File: src/rtl/trap_seq_pkg.sv
package trap_seq_pkg;
  localparam int ST_W      = 9;
  localparam int ST_USER   = 0;
  localparam int ST_IEN    = 1;
  localparam int ST_BRK_RD = 2;
  localparam int ST_BRK_WR = 3;
  localparam int ST_PUSER  = 4;
  localparam int ST_PIEN   = 5;
  localparam int ST_C_IRQ  = 6;
  localparam int ST_C_PROT = 7;
  localparam int ST_C_LOCK = 8;

  localparam int CTL_W     = 3;

  typedef enum logic [1:0] {
    CZ_NONE = 2'd0,
    CZ_IRQ  = 2'd1,
    CZ_PROT = 2'd2,
    CZ_LOCK = 2'd3
  } cause_e;
endpackage

File: src/rtl/trap_seq_sync.sv
module trap_seq_sync #(
  parameter int STAGES = 2
) (
  input  logic clk,
  input  logic rst,
  input  logic d,
  output logic q
);
  logic [STAGES-1:0] sr;

  generate
    if (STAGES == 1) begin : g_one
      always_ff @(posedge clk) begin
        if (rst) sr <= '0;
        else     sr <= d;
      end
    end else begin : g_chain
      always_ff @(posedge clk) begin
        if (rst) sr <= '0;
        else     sr <= {sr[STAGES-2:0], d};
      end
    end
  endgenerate

  assign q = sr[STAGES-1];
endmodule

File: src/rtl/trap_seq_arb.sv
module trap_seq_arb
  import trap_seq_pkg::*;
(
  input  logic   hold,
  input  logic   prot_flt,
  input  logic   lock_flt,
  input  logic   irq_req,
  output logic   take,
  output cause_e cause
);
  always_comb begin
    cause = CZ_NONE;
    if (!hold) begin
      if (prot_flt)      cause = CZ_PROT;
      else if (lock_flt) cause = CZ_LOCK;
      else if (irq_req)  cause = CZ_IRQ;
    end
  end

  assign take = (cause != CZ_NONE);
endmodule

File: src/rtl/trap_seq_status.sv
module trap_seq_status
  import trap_seq_pkg::*;
(
  input  logic            clk,
  input  logic            rst,
  input  logic            take,
  input  cause_e          cause,
  input  logic            st_wr,
  input  logic [ST_W-1:0] st_wdata,
  input  logic            ctl_wr,
  input  logic [CTL_W-1:0] ctl_wdata,
  input  logic            boot_pin,
  output logic [ST_W-1:0] st_q,
  output logic [CTL_W-1:0] ctl_q,
  output logic            boot_q
);
  logic [2:0] cause_vec;

  always_comb begin
    cause_vec = 3'b000;
    case (cause)
      CZ_IRQ:  cause_vec = 3'b001;
      CZ_PROT: cause_vec = 3'b010;
      CZ_LOCK: cause_vec = 3'b100;
      default: cause_vec = 3'b000;
    endcase
  end

  always_ff @(posedge clk) begin
    if (rst) begin
      st_q[ST_USER]   <= 1'b0;
      st_q[ST_IEN]    <= 1'b0;
      st_q[ST_BRK_RD] <= 1'b0;
      st_q[ST_BRK_WR] <= 1'b0;
      st_q[ST_C_LOCK:ST_C_IRQ] <= 3'b000;
    end else if (take) begin
      st_q[ST_PUSER] <= st_q[ST_USER];
      st_q[ST_PIEN]  <= st_q[ST_IEN];
      st_q[ST_USER]  <= 1'b0;
      st_q[ST_IEN]   <= 1'b0;
      st_q[ST_C_LOCK:ST_C_IRQ] <= cause_vec;
    end else if (st_wr) begin
      st_q <= st_wdata;
    end
  end

  always_ff @(posedge clk) begin
    if (rst)         ctl_q <= '0;
    else if (ctl_wr) ctl_q <= ctl_wdata;
  end

  always_ff @(posedge clk) begin
    if (rst) boot_q <= boot_pin;
  end


  rst_clear_chk: assert property (@(posedge clk)
    rst |=> (st_q[3:0] == 4'b0000) && (st_q[ST_C_LOCK:ST_C_IRQ] == 3'b000));


  ctl_clear_chk: assert property (@(posedge clk)
    rst |=> (ctl_q == '0));


  trap_mask_chk: assert property (@(posedge clk) disable iff (rst)
    take |=> !st_q[ST_IEN] && !st_q[ST_USER]
             && (st_q[ST_PIEN] == $past(st_q[ST_IEN])));
endmodule

File: src/rtl/trap_sequencer.sv
module trap_sequencer
  import trap_seq_pkg::*;
#(
  parameter int                SYNC_STAGES = 2,
  parameter int                PC_W        = 32,
  parameter logic [PC_W-1:0]   HANDLER_PC  = 32'hFFFF_FF00
) (
  input  logic              clk,
  input  logic              rst,
  input  logic              irq_pin,
  input  logic              prot_fault_i,
  input  logic              lock_fault_i,
  input  logic              st_wr_i,
  input  logic [8:0]        st_wdata_i,
  input  logic              ctl_wr_i,
  input  logic [2:0]        ctl_wdata_i,
  output logic [8:0]        status_o,
  output logic [2:0]        ctl_o,
  output logic              boot_narrow_o,
  output logic              redirect_o,
  output logic [PC_W-1:0]   redirect_pc_o,
  output logic              icache_flush_o,
  output logic              tlb_flush_o
);
  logic   rst_d;
  logic   irq_s;
  logic   take;
  logic   post_rel;
  cause_e cause;
  logic [ST_W-1:0]  st_q;
  logic [CTL_W-1:0] ctl_q;
  logic   redir_q;
  logic   flush_q;

  always_ff @(posedge clk) rst_d <= rst;
  assign post_rel = rst_d & ~rst;

  trap_seq_sync #(.STAGES(SYNC_STAGES)) u_sync (
    .clk (clk),
    .rst (rst),
    .d   (irq_pin),
    .q   (irq_s)
  );

  trap_seq_arb u_arb (
    .hold     (rst | rst_d),
    .prot_flt (prot_fault_i),
    .lock_flt (lock_fault_i),
    .irq_req  (irq_s & st_q[ST_IEN]),
    .take     (take),
    .cause    (cause)
  );

  trap_seq_status u_stat (
    .clk       (clk),
    .rst       (rst),
    .take      (take),
    .cause     (cause),
    .st_wr     (st_wr_i),
    .st_wdata  (st_wdata_i),
    .ctl_wr    (ctl_wr_i),
    .ctl_wdata (ctl_wdata_i),
    .boot_pin  (irq_pin),
    .st_q      (st_q),
    .ctl_q     (ctl_q),
    .boot_q    (boot_narrow_o)
  );

  always_ff @(posedge clk) begin
    if (rst) begin
      redir_q <= 1'b0;
      flush_q <= 1'b0;
    end else begin
      redir_q <= post_rel | take;
      flush_q <= post_rel;
    end
  end

  assign status_o       = st_q;
  assign ctl_o          = ctl_q;
  assign redirect_o     = redir_q;
  assign redirect_pc_o  = HANDLER_PC;
  assign icache_flush_o = flush_q;
  assign tlb_flush_o    = flush_q;


  flush_pulse_chk: assert property (@(posedge clk) disable iff (rst)
    icache_flush_o |=> !icache_flush_o && !tlb_flush_o);


  flush_clean_chk: assert property (@(posedge clk) disable iff (rst)
    icache_flush_o |-> redirect_o && tlb_flush_o
                       && (status_o[ST_C_LOCK:ST_C_IRQ] == 3'b000));


  trap_cause_chk: assert property (@(posedge clk) disable iff (rst)
    (redirect_o && !icache_flush_o) |-> $onehot(status_o[ST_C_LOCK:ST_C_IRQ]));


  irq_gate_chk: assert property (@(posedge clk) disable iff (rst)
    ($rose(status_o[ST_C_IRQ]) && !$past(st_wr_i)) |-> $past(status_o[ST_IEN]));
endmodule

File: config.mk
export PLATFORM = sky130hd
export DESIGN_NAME = trap_sequencer
export DESIGN_NICKNAME = d
export VERILOG_FILES = /design/src/rtl/trap_seq_pkg.sv /design/src/rtl/trap_seq_sync.sv /design/src/rtl/trap_seq_arb.sv /design/src/rtl/trap_seq_status.sv /design/src/rtl/trap_sequencer.sv
export SDC_FILE = /design/constraint.sdc
export NUM_CORES = 1
export LEC_CHECK = 0
export CELL_PAD_IN_SITES_DETAIL_PLACEMENT = 0
export CELL_PAD_IN_SITES_GLOBAL_PLACEMENT = 1
export CORE_ASPECT_RATIO = 0.7
export CORE_MARGIN = 2
export CORE_UTILIZATION = 26
export DETAILED_ROUTE_END_ITERATION = 10
export PLACE_DENSITY_LB_ADDON = 0.3
export SYNTH_ARGS = -nofsm -noshare
export SYNTH_HDL_FRONTEND = slang
export SYNTH_HIERARCHICAL = 1
export SYNTH_SLANG_ARGS = --single-unit
File: constraint.sdc
create_clock -name clk -period 3 [get_ports clk]
set_clock_uncertainty 0.1 [all_clocks]
set_input_delay 0.45 -clock clk [delete_from_list [all_inputs] [get_ports clk]]
set_output_delay 0.45 -clock clk [all_outputs]
set_load 0.02 [all_outputs]
==> metrics <==
status=completed; Final Hold Viols=0; chip width=76.5 um; slowest CP cell=clkdlybuf4s50_1; clk buf depth=2; Die Ht=54.7 um; Worst Path Required=2.91 ns; crit path capture type=flop; core box area=3510 sq um; CTS Root Cell=clkbuf_8; Seq cells post-synth=18; Fin Hold WS=0.343 ns; Slowest Stage Delay on Critical Path=0.43 ns; RSZ-0062 raised after global routing=false; DRC violations left=0; maximum VDD drop=0.202 mV; Gate Count Post-Synth=99; diodes inserted=0; final worst-path cycle share=68.2%; Peak Freq=0.489 GHz; site row count=18; grt ovf=0; library cells used by synthesis=20; min cycle time layout=2.05 ns; final WL=1830 um; Layout Area Growth over Synthesis=32.2%; H-tree depth=1; initial antenna violation count=0; first-pass GRT wire length=2730 um; first drt pass iteration count=4; Cell Area, Synth=956 sq um; placed insts=179; Syn. warnings=6; clk sinks=18; sequential share of the synthesized area=40.8%; die area=4190 sq um; syn avg cell area=9.66 sq um; DRT antenna net count=0; post-layout util=36.0%; Startpoint Class=primary input; critical path class=in2reg; starting density of the core=27.2%; total power=0.580 mW; Final nets=153; Post-DP HPWL=1420 um; Slew Viols, Final=0; crit path cell chain=clkdlybuf4s50_1 > or2_1 > nor2_1 > and2b_4 > a22o_1; Iteration-0 DRC Markers=29; post_cts resized=0; Total GRT Usage=8.80%; pwr dens=459 nW/um^2; clock-pin transition on the worst setup and hold timing paths=0.07 ns; hold_buf cts=0; Final Wtd Congestion=0.665; worst skew pair latency=0.25 ns; share of cells above drive strength 1=6.77%; Lkg Pwr=0.527 nW; via count=642; crit path DAT=1.95 ns; Final setup viols=0; Post-CTS Setup Inserts=0; largest net degree at the start of global routing=18; Max Cap Violations=0; fin cells=183; Final TNS setup=0 ns; Hold Crit Class=reg2reg; Wirelength per Cell=9.99 um; vias in the first global route=596; DR vias/cell=3.51; I/O Pins=67; IO buf count=34; CTS Buf Count=3; TritonCTS clock tree=built; Critical Path Fanout Max=7
## through the flow
| step | cell area (sq um) | setup slack, ns |
|---|---|---|
| after floorplan | 1070 | 1.35 |
| after global placement | 1220 | 0.723 |
| after detailed placement | 1220 | 0.655 |
| after CTS | 1260 | 0.931 |
| after global routing | 1260 | 0.847 |
| final | 1260 | 0.954 |
## state kept, by name, summed over array words and instances, names as in the netlist
signal          count
icache_flush_o      1
u_stat/st_q         9
u_stat/boot_q       1
u_sync/sr           2
redirect_o          1
u_stat/ctl_q        3
rst_d               1
## power by group
part / internal (mW) / switching [mW] / total [mW] / leakage [nW]
Sequential: 0.261 / 0.00607 / 0.267 / 0.154
Clock: 0.0941 / 0.0765 / 0.171 / 0.0228
Combinational: 0.0605 / 0.0826 / 0.143 / 0.351
Total: 0.415 / 0.165 / 0.580 / 0.527
## layout make-up
type | instances | area [sq um]
timing repair buffer | 36 | 355
clock buffer | 4 | 45.0
sequential | 18 | 390
multi-input combinational | 75 | 410
tap | 50 | 62.6
fill | 370 | 2250
## synth_stat cells
master / n / area [sq um]
a22o_1: 2 / 17.5
and2_1: 1 / 6.26
nor2b_1: 6 / 37.5
o21ba_2: 1 / 10.0
edfxtp_1: 3 / 90.1
buf_2: 1 / 5.00
nor3_2: 2 / 20.0
buf_4: 33 / 248
clkbuf_1: 1 / 3.75
dfxtp_1: 15 / 300
nand2b_1: 2 / 12.5
mux2i_1: 7 / 70.1
or2_1: 1 / 6.26
conb_1: 2 / 7.51
nor3_1: 2 / 10.0
and2b_4: 1 / 10.0
buf_6: 1 / 11.3
nor2_1: 11 / 41.3
nand2_1: 1 / 3.75
a211oi_1: 6 / 45.0
## metal layers
layer	global-route usage, %	up-vias	wire [um]
met5	0	-	0
met2	15.6	29	906
met1	9.68	287	770
met4	0.909	0	0
li1	-	326	-
met3	5.12	0	151
## logic make-up (layout without fill, tap and decap cells)
family | count (synthesis) | after routing | synth area share (%)
flops | 18 | 18 | 40.8
simple gates | 27 | 27 | 15.4
other cells | 2 | 32 | 0.786
buf+inv | 36 | 40 | 28.0
compound gates | 9 | 9 | 7.59
mux | 7 | 7 | 7.33
## layout by cell type (no fill, tap or decap)
cell type        synthesis  layout
clkdlybuf4s50_1          0      34
edfxtp_1                 3       3
and2b_4                  1       1
or2_1                    1       1
nor2_1                  11      11
nor2b_1                  6       6
nor3_2                   2       2
a22o_1                   2       2
o21ba_2                  1       1
nand2b_1                 2       2
conb_1                   2      32
buf_4                   33       2
nand2_1                  1       1
mux2i_1                  7       7
clkbuf_1                 1       1
nor3_1                   2       2
clkbuf_8                 0       3
a211oi_1                 6       6
dfxtp_1                 15      15
and2_1                   1       1
## worst paths after layout
path	from	endpoint	slack, ns	cells past startpoint
hold reg to reg	u_sync/sr[0]	u_sync/sr[1]	0.34	1
setup reg to reg	rst_d	u_stat/st_q[4]	1.27	4
setup / recovery	rst	u_stat/st_q[4]	0.95	5
hold / removal	u_sync/sr[0]	u_sync/sr[1]	0.34	1
## critical path: cells and delay by family
family | cells | cell delay, ns
buffers and inverters | 1 | 0.43
AOI/OAI and AO/OA | 1 | 0.20
and+or+nand+nor | 3 | 0.87
Note: power is estimated with default switching activity, not from simulation.
